[config.mk]
export PLATFORM = sky130hd
export DESIGN_NAME = pgrd_ctrl
export DESIGN_NICKNAME = d
export VERILOG_FILES = /design/src/rtl/pgrd_ctrl.sv
export SDC_FILE = /design/constraint.sdc
export NUM_CORES = 1
export LEC_CHECK = 0
export ABC_AREA = 1
export CORE_MARGIN = 1
export CORE_UTILIZATION = 45
export DETAILED_ROUTE_END_ITERATION = 8
export DONT_BUFFER_PORTS = 1
export SYNTH_ARGS = -nofsm -noshare
export SYNTH_HDL_FRONTEND = slang
export SYNTH_SLANG_ARGS = --single-unit
[constraint.sdc]
create_clock -name clk -period 4 [get_ports clk]
set_input_delay 0.4 -clock clk [delete_from_list [all_inputs] [get_ports clk]]
set_output_delay 0.4 -clock clk [all_outputs]
set_load 0.01 [all_outputs]
[src/rtl/pgrd_ctrl.sv]
module pgrd_ctrl #(
  parameter int ADDR_W = 16,
  parameter int DATA_W = 16,
  parameter int CS_N   = 4,
  parameter int CNT_W  = 4,
  localparam int CSI_W   = (CS_N > 1) ? $clog2(CS_N) : 1,
  localparam int BS_W    = DATA_W / 8,
  localparam int UNIT_SH = (BS_W > 1) ? $clog2(BS_W) : 0,
  localparam int UA_W    = ADDR_W - UNIT_SH
) (
  input  logic              clk,
  input  logic              rst_n,
  input  logic              cfg_page_en,
  input  logic [1:0]        cfg_page_sz,
  input  logic [CNT_W-1:0]  cfg_long_len,
  input  logic [CNT_W-1:0]  cfg_short_len,
  input  logic              req_valid,
  output logic              req_ready,
  input  logic [CSI_W-1:0]  req_cs,
  input  logic [ADDR_W-1:0] req_addr,
  input  logic [BS_W-1:0]   req_be,
  input  logic              oth_acc,
  output logic [CS_N-1:0]   mem_cs_n,
  output logic              mem_rd_n,
  output logic [UA_W-1:0]   mem_addr,
  output logic [BS_W-1:0]   mem_bs_n,
  input  logic              mem_wait,
  input  logic [DATA_W-1:0] mem_rdata,
  output logic              rsp_valid,
  output logic [DATA_W-1:0] rsp_data
);

  logic             busy;
  logic [CNT_W-1:0] cnt;
  logic [CSI_W-1:0] cur_cs, last_cs;
  logic [UA_W-1:0]  ua_q, last_ua;
  logic [BS_W-1:0]  be_q;
  logic             pg_valid;

  logic [UA_W-1:0]  ua_in, up_mask;
  logic [CNT_W-1:0] len_sel, len_ld;
  logic             page_hit, accept, stall;

  assign ua_in    = req_addr[ADDR_W-1:UNIT_SH];
  assign up_mask  = {UA_W{1'b1}} << (32'(cfg_page_sz) + 2);
  assign page_hit = cfg_page_en && pg_valid && (req_cs == last_cs)
                    && (((ua_in ^ last_ua) & up_mask) == '0);
  assign len_sel  = page_hit ? cfg_short_len : cfg_long_len;
  assign len_ld   = (len_sel == '0) ? CNT_W'(1) : len_sel;
  assign accept   = req_valid && !busy;
  assign stall    = !cfg_page_en && mem_wait;
  assign req_ready = !busy;

  always_ff @(posedge clk or negedge rst_n) begin
    if (!rst_n) begin
      busy      <= 1'b0;
      cnt       <= '0;
      cur_cs    <= '0;
      ua_q      <= '0;
      be_q      <= '0;
      pg_valid  <= 1'b0;
      last_cs   <= '0;
      last_ua   <= '0;
      rsp_valid <= 1'b0;
      rsp_data  <= '0;
    end else begin
      rsp_valid <= 1'b0;
      if (accept) begin
        busy   <= 1'b1;
        cnt    <= len_ld;
        cur_cs <= req_cs;
        ua_q   <= ua_in;
        be_q   <= req_be;
        if (cfg_page_en) begin
          pg_valid <= 1'b1;
          last_cs  <= req_cs;
          last_ua  <= ua_in;
        end
      end else if (busy && !stall) begin
        if (cnt == CNT_W'(1)) begin
          busy      <= 1'b0;
          rsp_valid <= 1'b1;
          rsp_data  <= mem_rdata;
        end else begin
          cnt <= cnt - 1'b1;
        end
      end
      if (!cfg_page_en || (oth_acc && !accept))
        pg_valid <= 1'b0;
    end
  end

  logic             cs_on;
  logic [CSI_W-1:0] cs_idx;
  assign cs_on    = busy || (cfg_page_en && pg_valid);
  assign cs_idx   = busy ? cur_cs : last_cs;
  assign mem_cs_n = cs_on ? ~(CS_N'(1) << cs_idx) : '1;
  assign mem_rd_n = !busy;
  assign mem_bs_n = busy ? ~be_q : '1;
  assign mem_addr = ua_q;

  p_cs_onehot_r11: assert property (@(posedge clk) disable iff (!rst_n)
    $onehot0(~mem_cs_n));
  p_strobe_in_cs_r2: assert property (@(posedge clk) disable iff (!rst_n)
    !mem_rd_n |-> (mem_cs_n != '1));
  p_done_after_strobe_r2: assert property (@(posedge clk) disable iff (!rst_n)
    rsp_valid |-> $past(!mem_rd_n));
  p_single_done_r2: assert property (@(posedge clk) disable iff (!rst_n)
    rsp_valid |=> !rsp_valid);
  p_wait_ignored_r8: assert property (@(posedge clk) disable iff (!rst_n)
    (busy && cfg_page_en && cnt != CNT_W'(1)) |=> (cnt == $past(cnt) - 1'b1));
  p_bs_idle_r7: assert property (@(posedge clk) disable iff (!rst_n)
    mem_rd_n |-> (mem_bs_n == '1));
  p_page_off_r9: assert property (@(posedge clk) disable iff (!rst_n)
    !cfg_page_en |=> !pg_valid);

endmodule

* Word-level counts from Yosys, hierarchy flattened
Cells that the tools add are included.
** Word-level totals
- Register bits after elaboration :: 59
- Input bits :: 52
- Output and inout bits :: 40
- Logic and storage cells :: 63
** Operators by class
- $add $sub $neg :: 2
- Equal/unequal tests :: 3
- Shift operators :: 2
- Mux-type cells :: 17
- Bitwise operators :: 5
- Reduce and logical (&&, ||, !) cells :: 24
** Operators with widths (count)
- 4-bit 2-to-1 mux :: 6
- 15-bit AND :: 1
- 15-bit logical NOT :: 1
- 15-bit by 3-bit left shift with 15-bit output (first input constant) :: 1
- 15-bit XOR :: 1
- 1-bit 2-to-1 mux :: 9
- 2-bit AND reduction :: 4
- 2-bit nonzero test :: 4
- 1-bit logical AND :: 7
- 4-bit by 1-bit equality test with 1-bit output (second input constant) :: 1
- 1-bit logical NOT :: 4
- 4-bit logical NOT :: 1
- 2-bit 2-to-1 mux :: 2
- 4-bit NOT :: 1
- 1-bit by 2-bit left shift with 4-bit output (first input constant) :: 1
- 4-bit by 1-bit subtractor with 4-bit output (second input constant) :: 1
- 2-bit by 2-bit adder with 3-bit output (second input constant) :: 1
- 3-bit AND reduction :: 1
- 2-bit equality test :: 1
- 1-bit logical OR :: 2
- 2-bit inequality test (second input constant) :: 1
- 2-bit NOT :: 1
- 1-bit NOT :: 1

* Logic depth before layout (Yosys ltp)
Gate-level depths: netlist (run 1).
- Word-level depth :: 9
- Depth in mapped cells :: 13
- Mapped depth without buffers :: 13

* Worst setup path before layout (run 1)
No wires, ideal clock.
- Path type :: reg-to-output
- Start point :: register busy
- End point :: output mem_cs_n[3]
- Arrival time :: 1099 ps
- Required time :: 3600 ps
- Slack :: 2501 ps
- Cell stages (with the launch flop) :: 6
- Path buffers :: 0
- Cell sequence :: dfrtp_1 -> inv_2 -> or2_2 -> o21ai_0 -> inv_1 -> nand3_1
** Between the ends
- Longest elaborated chain between the ends :: 4
- Elaborated cells between the ends (all ways) :: 5
- Classes of those cells :: shift: 1; mux: 2; bitwise: 1; reduce/logical: 1
** RTL lines
- from (decl) :: RTL line 33 : logic busy;
- from (signal assigned) :: RTL line 56 : busy <= 1'b0;
- from (signal assigned) :: RTL line 69 : busy <= 1'b1;
- from (signal assigned) :: RTL line 81 : busy <= 1'b0;
- 2-bit 2-to-1 mux :: RTL line 96 : assign cs_idx = busy ? cur_cs : last_cs;
- 1-bit by 2-bit left shift with 4-bit output :: RTL line 97 : assign mem_cs_n = cs_on ? ~(CS_N'(1) << cs_idx) : '1;
- 4-bit NOT :: RTL line 97
- 4-bit 2-to-1 mux * :: RTL line 97
- to (decl) :: RTL line 23 : output logic [CS_N-1:0] mem_cs_n,
Every way passes the cells marked *; elsewhere a longest branch is shown, timed or not.

* Worst setup path after layout (run 1)
Ends and elaborated chain as after synthesis.

==> results of run 1 <==
[sequential cells by signal (all words and copies together) (netlist names)]
name and count:
be_q 2, busy 1, cnt 4, cur_cs 2, last_cs 2, last_ua 13, mem_addr 15, pg_valid 1
rsp_data 16, rsp_valid 1
[metrics by stage]
step	instances	utilization (%)	hold slack [ps]	instance area (sq um)	setup slack, ps
finish	447	52.3	161	3090	1910
global route	447	52.3	139	3090	1780
CTS	447	52.3	149	3090	1870
detailed placement	429	47.3	105	2800	2010
global placement	429	47.3	105	2800	2050
floorplan	364	-	104	2760	2500
[power by group through the flow]
stage	Sequential (mW)	Combinational, mW	Clock, mW
2_1_floorplan	1.08	0.606	0
3_3_place_gp	1.12	0.677	0
3_5_place_dp	1.12	0.698	0
4_1_cts	1.11	0.718	0.721
5_1_grt	1.15	0.845	0.752
6_report	1.11	0.701	0.706
[cells by family (layout without fill, tap and decap cells)]
kind of cell,after synthesis,count (layout)
buffers and inverters,62,70
and+or+nand+nor,199,199
DFF,57,57
AOI/OAI and AO/OA,40,40
adders and majority gates,2,2
xor gates and xnor gates,4,4
[worst min-delay path by stage]
stage / startpoint / endpoint / slack, ps / depth (start not counted)
floorplan: rst_n / be_q[0]$_DFFE_PN0P_ / 100 / 0
global placement: rst_n / rsp_data[9]$_DFFE_PN0P_ / 110 / 0
detailed placement: rst_n / rsp_data[9]$_DFFE_PN0P_ / 110 / 0
CTS: oth_acc / pg_valid$_DFFE_PN0P_ / 150 / 1
global route: oth_acc / pg_valid$_DFFE_PN0P_ / 140 / 1
finish: oth_acc / pg_valid$_DFFE_PN0P_ / 160 / 1
[timing repair]
| action | CTS | global route |
|---|---|---|
| endpoints found under the hold margin | 57 | 0 |
| hold buffers | 2 | 0 |
| resized for setup | 0 | 0 |
[routing by layer]
metal	share of wire, %	vias to the layer above	track usage (%)	wire length [um]
li1	-	1105	-	-
met4	2.4	0	10.2	131
met1	45	939	22.3	2470
met3	7.2	12	6.25	398
met2	46	66	29.9	2550
met5	0	-	0	0
[cell type report]
cell class                      count  share of cell area (%)
Clock inverter                      6                    4.21
Multi-Input combinational cell    245                    35.0
Tap cell                           75                    3.03
Inverter                           52                    6.31
Timing Repair Buffer                2                    1.21
Sequential cell                    57                    46.1
Clock buffer                       10                    4.12
[cells in the final DEF (no fill, tap or decap)]
cell and instances:
a21oi_2 1, a21oi_1 1, clkbuf_8 9, nand3_1 10, nor2_1 12, clkinv_2 2, o211ai_1 1, bufinv_16 4
nand2_1 164, nor2_2 3, o221ai_1 1, nand3_2 2, xor2_1 3, buf_16 1, o21ai_0 35, dfrtp_1 57
dlygate4sd3_1 1, nor3_1 1, nand2_2 2, or2_2 2, nand3b_1 1, xnor2_1 1, o311ai_1 1, inv_2 4
nor2_4 2, clkbuf_1 1, inv_1 48, ha_1 2
[worst max-delay path: cells and delay by family (launching register included)]
family                 cells  cell delay [ps]
flip-flops                 1              470
AO/OA/AOI/OAI              1              170
AND/OR/NAND/NOR            2              450
buffers and inverters      2              260
==> reports/results.ini, run 1 <==
[cells_and_area]
fill_cells=583
seqCellArea_sq_um=1430
antennaDiodeCount=0
multi_input_area_sq_um=1080
nets=421
drive_gt1_share_pct=8.60
area_delta_synth_final_pct=12.0

[sta]
min_period_over_period_pct=52.2
timing.final.hold_violations=0
tightestPinTransition_ps=1030
layout_min_cycle_time_ps=2090
fmax_mhz=479
rsz0062_at_grt=false
finalSetupTns_ps=0
finalSetupViolCount=0
fin_skew_ps=7.79
drv_slew=0
relSlewSlack_pct=31.2

[cts]
post_cts_buffers=0
cts-root-buf=clkbuf_8
clock_path_buffers=2
cts_tree=built
clk_pin_slew_ps=70
clk_latency_ps=340
cts_buffers=9
htreeDepth=3
clock_sinks=57

[pwr]
pwr-share-clk_pct=28.0
p_sw_share_pct=37.3
p_total_mw=2.52
vdd_drop_max_v=0.000316
p_sw_uw=939
p_per_area_nw_per_um2=814
internal-power_mw=1.58
power_frac_seq_pct=44.1
comb_power_share_pct=27.8
p_leak_nw=1.69

[placement]
dpl.hpwl_um=3880
gp_congestion=0.777
io_buffers=0

[worst_setup_path]
setup.worst_path.start_class=register
path_class=register to primary output
rr_endpoint=last_ua[7]$_DFFE_PN0P_
cp_slowest_cell=dfrtp_1
cp.arrival_ps=1690
worst-r2r-cell-count=3
max_stage_delay_ps=470
crit_chain=inv_2 > or2_2 > o21ai_0 > inv_1 > nand3_1
cp-startpoint=busy$_DFFE_PN0P_
ff2ff_setup_slack_ps=2090
cp_data_required_time_ps=3600
cp-endpoint=mem_cs_n[3]
r2r-start=busy$_DFFE_PN0P_
crit_path_max_fanout=7
critPathCaptureType=primary output

[floorplan]
num_rows=28
fp.dieH_um=80.4
core_sq_um=5920
fp.dieW_um=80.4
initial_core_util_pct=46.7
io_pins=92
die_area_sq_um=6460

[flow_run]
drv_cap=0

[routing]
ant_nets=0
drtIter0Drc=111
drt_pass1_iterations=4
drt-wirelength-per-cell_um=12.4
drc=0
vias_per_cell=4.75
num_vias=2122
drt-total-wl_um=5550

[grt]
grt_pass1_wl_um=9000
antenna_found_initial=0
grtUsageTotal_pct=18.8
grt_pass1_vias=2012
grt_overflow_total=0
grt_max_degree=58

[synth]
yosys.area_share.adder_pct=0.906
syn_avg_cell_area_sq_um=7.59
netlist.top_cell.by_area=dfrtp_1
yosysMostFrequentCell=nand2_1
synthDistinctLibCells=26
synth_edf_count=0
synth_compound_area_share_pct=7.74
synthTopCellsByCount=164 x nand2_1, 57 x dfrtp_1, 48 x inv_1
ys_ff_latch=57
synthMuxAreaShare_pct=0
synth_top_family_by_area=simple AND/OR/NAND/NOR gates
yosys.area_share.simple_pct=29.3
synth.top_cell.area_share_pct=51.6
yosysSeqAreaShare_pct=51.6
synth_ff_type=dfrtp_1
netlist_area_sq_um=2760
synthCells=364
async_flop_share_pct=100
synth_area_leaders=dfrtp_1 52%, nand2_1 22%, inv_1 6.5%
mappedNetlistNets=418
yosysWarnings=0
synth_xor_area_share_pct=1.27

[outcome]
outcome=completed

[min_path]
hold_class=input pin to register

Note: power is estimated with default switching activity, not from simulation.
==> run 2, diff against run 1 <==
ABC_AREA = 0   (was 1)
clock period = 1.85 ns   (was 4 ns; I/O delays follow)
==> reports/results.ini, run 2 <==
[outcome]
outcome=completed

[floorplan]
io_pins=92  ; unchanged
fp.dieH_um=77.7  ; -3.3%
num_rows=27  ; -3.6%
core_sq_um=5510  ; -7.0%
die_area_sq_um=6040  ; -6.4%
fp.dieW_um=77.7  ; -3.3%
initial_core_util_pct=46.9  ; +0.21 points

[cells_and_area]
antennaDiodeCount=0  ; unchanged
drive_gt1_share_pct=15.0  ; +6.4 points
nets=368  ; -13%
regMostFlops=rsp_data
area_delta_synth_final_pct=27.9
finish.utilization_pct=60.0  ; +7.7 points
mostFrequentLayoutCells=116 x nand2_1, 56 x dfrtp_1, 37 x dlygate4sd3_1
layout_commonest_cell=nand2_1
largest_reg_flops=16  ; unchanged

[grt]
antenna_found_initial=0  ; unchanged
grtUsageTotal_pct=20.7  ; +1.9 points
grt_max_degree=58  ; unchanged
grt_overflow_total=0  ; unchanged
grt_pass1_vias=2014  ; +0.099%
grt_pass1_wl_um=9480  ; +5.3%

[pwr]
vdd_drop_max_v=0.000858  ; +170%
p_per_area_nw_per_um2=1540  ; +89%
p_leak_nw=1.61  ; -5.1%
p_total_mw=5.07  ; +100%

[synth]
yosysWarnings=0  ; unchanged
synth_area_leaders=dfrtp_1 55%, nand2_1 17%, mux2_2 7.0%
netlist.top_cell.by_area=dfrtp_1
synth_ff_type=dfrtp_1
synth_top_family_by_area=simple AND/OR/NAND/NOR gates
synthTopCellsByCount=116 x nand2_1, 57 x dfrtp_1, 16 x mux2_2
syn_avg_cell_area_sq_um=9.74  ; +28%
netlist_area_sq_um=2580  ; -6.6%
yosysSeqAreaShare_pct=55.3  ; +3.6 points
synthMuxAreaShare_pct=7.37  ; +7.4 points
synth.top_cell.area_share_pct=55.3  ; +3.6 points
synth_edf_count=0  ; unchanged
mappedNetlistNets=319  ; -24%
synth_compound_area_share_pct=4.22  ; -3.5 points
yosysMostFrequentCell=nand2_1
synth_xor_area_share_pct=6.11  ; +4.8 points
ys_ff_latch=57  ; unchanged
synthCells=265  ; -27%
synthDistinctLibCells=33  ; +27%
yosys.area_share.simple_pct=22.4  ; -6.9 points
yosys.area_share.adder_pct=0.969  ; +0.064 points
async_flop_share_pct=100  ; unchanged

[placement]
io_buffers=0  ; unchanged
gp_congestion=0.774  ; -0.41%
pre_cts_ws_ps=30.1  ; -1980 ps
dpl.hpwl_um=3620  ; -6.5%

[worst_setup_path]
crit_chain=inv_2 > ha_1 > or3b_4 > or3b_4 > buf_12 > nand2_1 > nand2_1
cp.arrival_ps=1960  ; +270 ps
cp_data_required_time_ps=2060  ; -1540 ps
setup.worst_path.start_class=register
cp_slowest_cell=or3b_4
crit_path_max_fanout=16  ; +9
critPathCaptureType=register
path_class=register to register
max_stage_delay_ps=420  ; -50 ps

[cts]
htreeDepth=3  ; unchanged
cts_tree=built
clock_sinks=57  ; unchanged
cts-root-buf=clkbuf_8
clk_latency_ps=320  ; -20 ps
clk_pin_slew_ps=60  ; about the same
cts_buffers=9  ; unchanged
clock_path_buffers=2  ; unchanged

[routing]
drt_pass1_iterations=4  ; unchanged
drt-total-wl_um=5660  ; +2.0%
num_vias=1932  ; -9.0%
drtIter0Drc=57  ; -49%
drc=0  ; unchanged
drt-wirelength-per-cell_um=14.5  ; +17%
vias_per_cell=4.94  ; +4.1%
ant_nets=0  ; unchanged

[sta]
finalSetupTns_ps=0  ; unchanged
hold_ws_ps=15.9  ; -145 ps
relSlewSlack_pct=72.0  ; +41 points
rsz0062_at_grt=false
fmax_mhz=572
min_period_over_period_pct=94.5
fin_skew_ps=6.29  ; -1.50 ps
drv_slew=0  ; unchanged
finalSetupViolCount=0  ; unchanged
worst_slack_ps=103  ; -1810 ps
layout_min_cycle_time_ps=1750
timing.final.hold_violations=0  ; unchanged
tightestPinTransition_ps=410  ; -621 ps

[min_path]
hold_class=input pin to register

[flow_run]
drv_cap=0  ; unchanged

-- run 2: cell types whose count changed after synthesis, moves of 3 or more --
cell     before  now
o21ai_0      35    6
nor2_2        3    0
xnor2_1       1    4
a31oi_1       0    3
xor2_1        3   14
inv_1        48    3
mux2_2        0   16
nor4_1        0    3
inv_2         4    0
nand2_1     164  116
nand3_1      10    2
nor2b_1       0    3
nor2_1       12    4
nor3_1        1    4
-- run 2: cell type report --
class / instances / area [sq um]
inverters: 4 / 20.0
repair buffers: 48 / 485
well taps: 72 / 90.1
flip-flops and latches: 57 / 1430
fillers: 489 / 2200
clock buffers: 14 / 173
multi-input cells: 194 / 1070
clock inverters: 2 / 35.0
-- run 2: worst paths after layout --
check / to / from / slack (ps) / depth (start not counted)
worst max-delay path: rsp_data[15]$_DFFE_PN0P_ / cnt[1]$_DFFE_PN0P_ / 100 / 7
worst min-delay path: busy$_DFFE_PN0P_ / req_valid / 20 / 2
worst max register to register: rsp_data[15]$_DFFE_PN0P_ / cnt[1]$_DFFE_PN0P_ / 100 / 7
worst min register to register: be_q[0]$_DFFE_PN0P_ / be_q[0]$_DFFE_PN0P_ / 480 / 2
max in group asynchronous: busy$_DFFE_PN0P_ / rst_n / 1180 / 2
min in group asynchronous: cur_cs[0]$_DFFE_PN0P_ / rst_n / 430 / 2
-- run 2: report_power, final --
part | switching (mW) | total [mW] | internal [mW]
Combinational | 0.777 | 1.50 | 0.719
Sequential | 0.542 | 2.38 | 1.84
Clock | 0.461 | 1.19 | 0.732
-- run 2: per-layer routing --
layer	GRT usage, %	up-vias	share of wire (%)
met5	0	-	0
met4	9.06	0	1.2
met3	5.88	8	6.9
met2	33.4	65	48
met1	25.8	898	44
li1	-	961	-
-- run 2: per-stage QoR --
step / std cells / area [sq um]
floorplan: 265 / 2580
global placement: 337 / 2690
detailed placement: 337 / 2690
CTS: 391 / 3290
global route: 391 / 3300
finish: 391 / 3300
-- run 2: repair_timing --
action,4_1_cts,5_1_grt
gates resized for setup,0,4
setup endpoints to repair,0,19
hold buffers,38,0
hold endpoints to repair,101,0
buffers inserted,0,0
-- run 2: cell families (layout without fill, tap and decap cells) --
family                     count (synthesis)  after routing
xor gates and xnor gates                  18             18
muxes                                     17             17
and+or+nand+nor                          140            140
buffers and inverters                     14             68
DFF                                       57             57
adders and majority gates                  2              2
AOI/OAI and AO/OA                         17             17
-- run 2: worst max-delay path: cells and delay by family, from the launching register on --
family,cells,cell delay [ps]
fa+ha+maj,1,120
buf+inv,2,220
flops,1,380
simple gates,4,910
==> run 3, diff against run 2 <==
CORE_UTILIZATION = 56   (was 45)
PLACE_DENSITY = 0.74   (was not set)
==> reports/results.ini, run 3 (same netlist as run 2, synthesis figures left out) <==
[pwr]
p_sw_share_pct=36.9  ; +1.8 points
p_per_area_nw_per_um2=1470  ; -4.4%
power_frac_seq_pct=48.7  ; +1.7 points
p_total_mw=4.95  ; -2.4%
comb_power_share_pct=32.3  ; +2.8 points
internal-power_mw=3.12  ; -5.0%
p_leak_nw=1.64  ; +2.0%
vdd_drop_max_v=0.00113  ; +32%
pwr-share-clk_pct=19.0  ; -4.5 points
p_sw_mw=1.83  ; +2.6%

[placement]
dpl.hpwl_um=3410  ; -5.9%
dp_cells=315  ; -6.5%
io_buffers=0  ; unchanged
gp_congestion=0.839  ; +8.4%
placed_area_sq_um=2630  ; -2.0%

[flow_run]
drv_cap=0  ; unchanged

[cells_and_area]
finalNonFillerCells=377  ; -3.6%
fin_area_sq_um=3370  ; +2.1%
drive_gt1_share_pct=16.9  ; +1.9 points
fill_cells=285  ; -42%
regMostFlops=rsp_data
area_delta_synth_final_pct=30.6
layout_commonest_cell=nand2_1
mostFrequentLayoutCells=108 x nand2_1, 56 x dfrtp_1, 41 x dlygate4sd3_1
seqCellArea_sq_um=1430  ; unchanged
antennaDiodeCount=0  ; unchanged
largest_reg_flops=16  ; unchanged
multi_input_area_sq_um=1100  ; +2.5%
nets=375  ; +1.9%

[sta]
drv_slew=0  ; unchanged
tightestPinTransition_ps=468  ; +57.4 ps
min_period_over_period_pct=102  ; +7.8 points
relSlewSlack_pct=68.0  ; -3.9 points
worst_slack_ps=-41.0  ; -144 ps
finalSetupViolCount=7  ; +7
timing.final.hold_violations=0  ; unchanged
fmax_mhz=529  ; -7.6%
rsz0062_at_grt=true
layout_min_cycle_time_ps=1890  ; +144 ps
fin_skew_ps=4.49  ; -1.80 ps

[routing]
drc=0  ; unchanged
drtIter0Drc=71  ; +25%
vias_per_cell=5.34  ; +8.2%
drt-total-wl_um=5900  ; +4.2%
drt_pass1_iterations=4  ; unchanged
num_vias=2015  ; +4.3%
ant_nets=0  ; unchanged
drt-wirelength-per-cell_um=15.7  ; +8.1%

[worst_setup_path]
critPathCaptureType=register
setup.worst_path.start_class=register
cp-startpoint=cnt[1]$_DFFE_PN0P_
cp_data_required_time_ps=2050  ; about the same
r2r-start=cnt[1]$_DFFE_PN0P_
cp.arrival_ps=2100  ; +140 ps
crit_path_max_fanout=8  ; -8
path_class=register to register

[cts]
cts_buffers=9  ; unchanged
clk_pin_slew_ps=60  ; about the same
htreeDepth=3  ; unchanged
clk_latency_ps=320  ; about the same
clock_path_buffers=2  ; unchanged
cts_tree=built
cts-root-buf=clkbuf_8
clock_sinks=57  ; unchanged

[grt]
grt_pass1_wl_um=9160  ; -3.3%
antenna_found_initial=0  ; unchanged
grt_overflow_total=0  ; unchanged
grt_pass1_vias=2002  ; -0.60%
grt_max_degree=58  ; unchanged
grtUsageTotal_pct=24.3  ; +3.6 points

[outcome]
violations=setup timing
outcome=finished with violations

[min_path]
hold_start=cfg_long_len[1]
hold_class=input pin to register

[floorplan]
fp.dieW_um=69.9  ; -10%
io_pins=92  ; unchanged
core_sq_um=4380  ; -20%
initial_core_util_pct=58.9  ; +12 points
die_area_sq_um=4880  ; -19%
num_rows=24  ; -11%
fp.dieH_um=69.9  ; -10%

## run 3: cell count changes in the layout (fill, tap and decap cells not counted), sizes merged
cell	previous run	this run
buf	11	10
clkinv	2	1
bufinv	1	0
inv	3	5
clkbuf	14	17
dlygate4sd3	37	41
## run 3: layer usage
metal,GRT usage [%],part of all wire [%],routed length [um],up-vias
met4,9.11,1.2,72,0
met5,0,0,0,-
met3,9.52,8.7,514,9
met1,29.3,40,2370,945
li1,-,-,-,972
met2,39.3,50,2950,89
## run 3: timing repair
| action | CTS | global route |
|---|---|---|
| hold buffers | 39 | 3 |
| hold endpoints to repair | 103 | 3 |
| gates resized for setup | 1 | 20 |
| gates cloned | 0 | 4 |
| pin swaps | 0 | 5 |
| endpoints found under the setup margin | 16 | 19 |
| buffers inserted | 0 | 1 |
## run 3: worst max-delay path, stage by stage (launching register included)
cell and delay [ps]:
dfrtp_1 400, inv_2 80, ha_4 110, or3b_4 380, or3b_4 460, clkbuf_16 180
nand2_1 80, nand2_1 70
## run 3: path summary, 6_finish.rpt
| kind | slack [ps] | depth (start not counted) | to |
|---|---|---|---|
| setup / recovery | -40 | 7 | rsp_data[5]$_DFFE_PN0P_ |
| min in group asynchronous | 390 | 2 | rsp_data[2]$_DFFE_PN0P_ |
| max in group asynchronous | 1220 | 2 | busy$_DFFE_PN0P_ |
| hold reg to reg | 480 | 2 | be_q[0]$_DFFE_PN0P_ |
| hold / removal | 20 | 2 | cnt[1]$_DFFE_PN0P_ |
| setup reg to reg | -40 | 7 | rsp_data[5]$_DFFE_PN0P_ |
## run 3: area by class of cell
type                       count  area share [%]
clock buffer                  15            4.64
inverter                       4           0.928
multi-input combinational    194            32.6
sequential                    57            42.4
tap                           52            1.93
timing repair buffer          53            16.9
timing repair inverter         2           0.742
## run 3: through the flow
step | setup TNS, ps | worst slack, ps | utilization (%) | hold WS [ps]
2_1_floorplan | 0 | 79.5 | - | -111
3_3_place_gp | 0 | 25.1 | 60.1 | -109
3_5_place_dp | -8.05 | -5.87 | 60.1 | -110
4_1_cts | 0 | 15.9 | 73.1 | 0.830
5_1_grt | -962 | -84.8 | 76.9 | 1.11
6_report | -94.8 | -41.0 | 76.9 | 16.0
## run 3: power groups by stage
stage / sequential, mW / combinational (mW) / clock, mW
CTS: 2.38 / 1.43 / 0.967
finish: 2.41 / 1.60 / 0.942
global route: 2.48 / 1.80 / 1.02
global placement: 2.38 / 1.27 / 0
detailed placement: 2.40 / 1.33 / 0
floorplan: 2.31 / 1.13 / 0
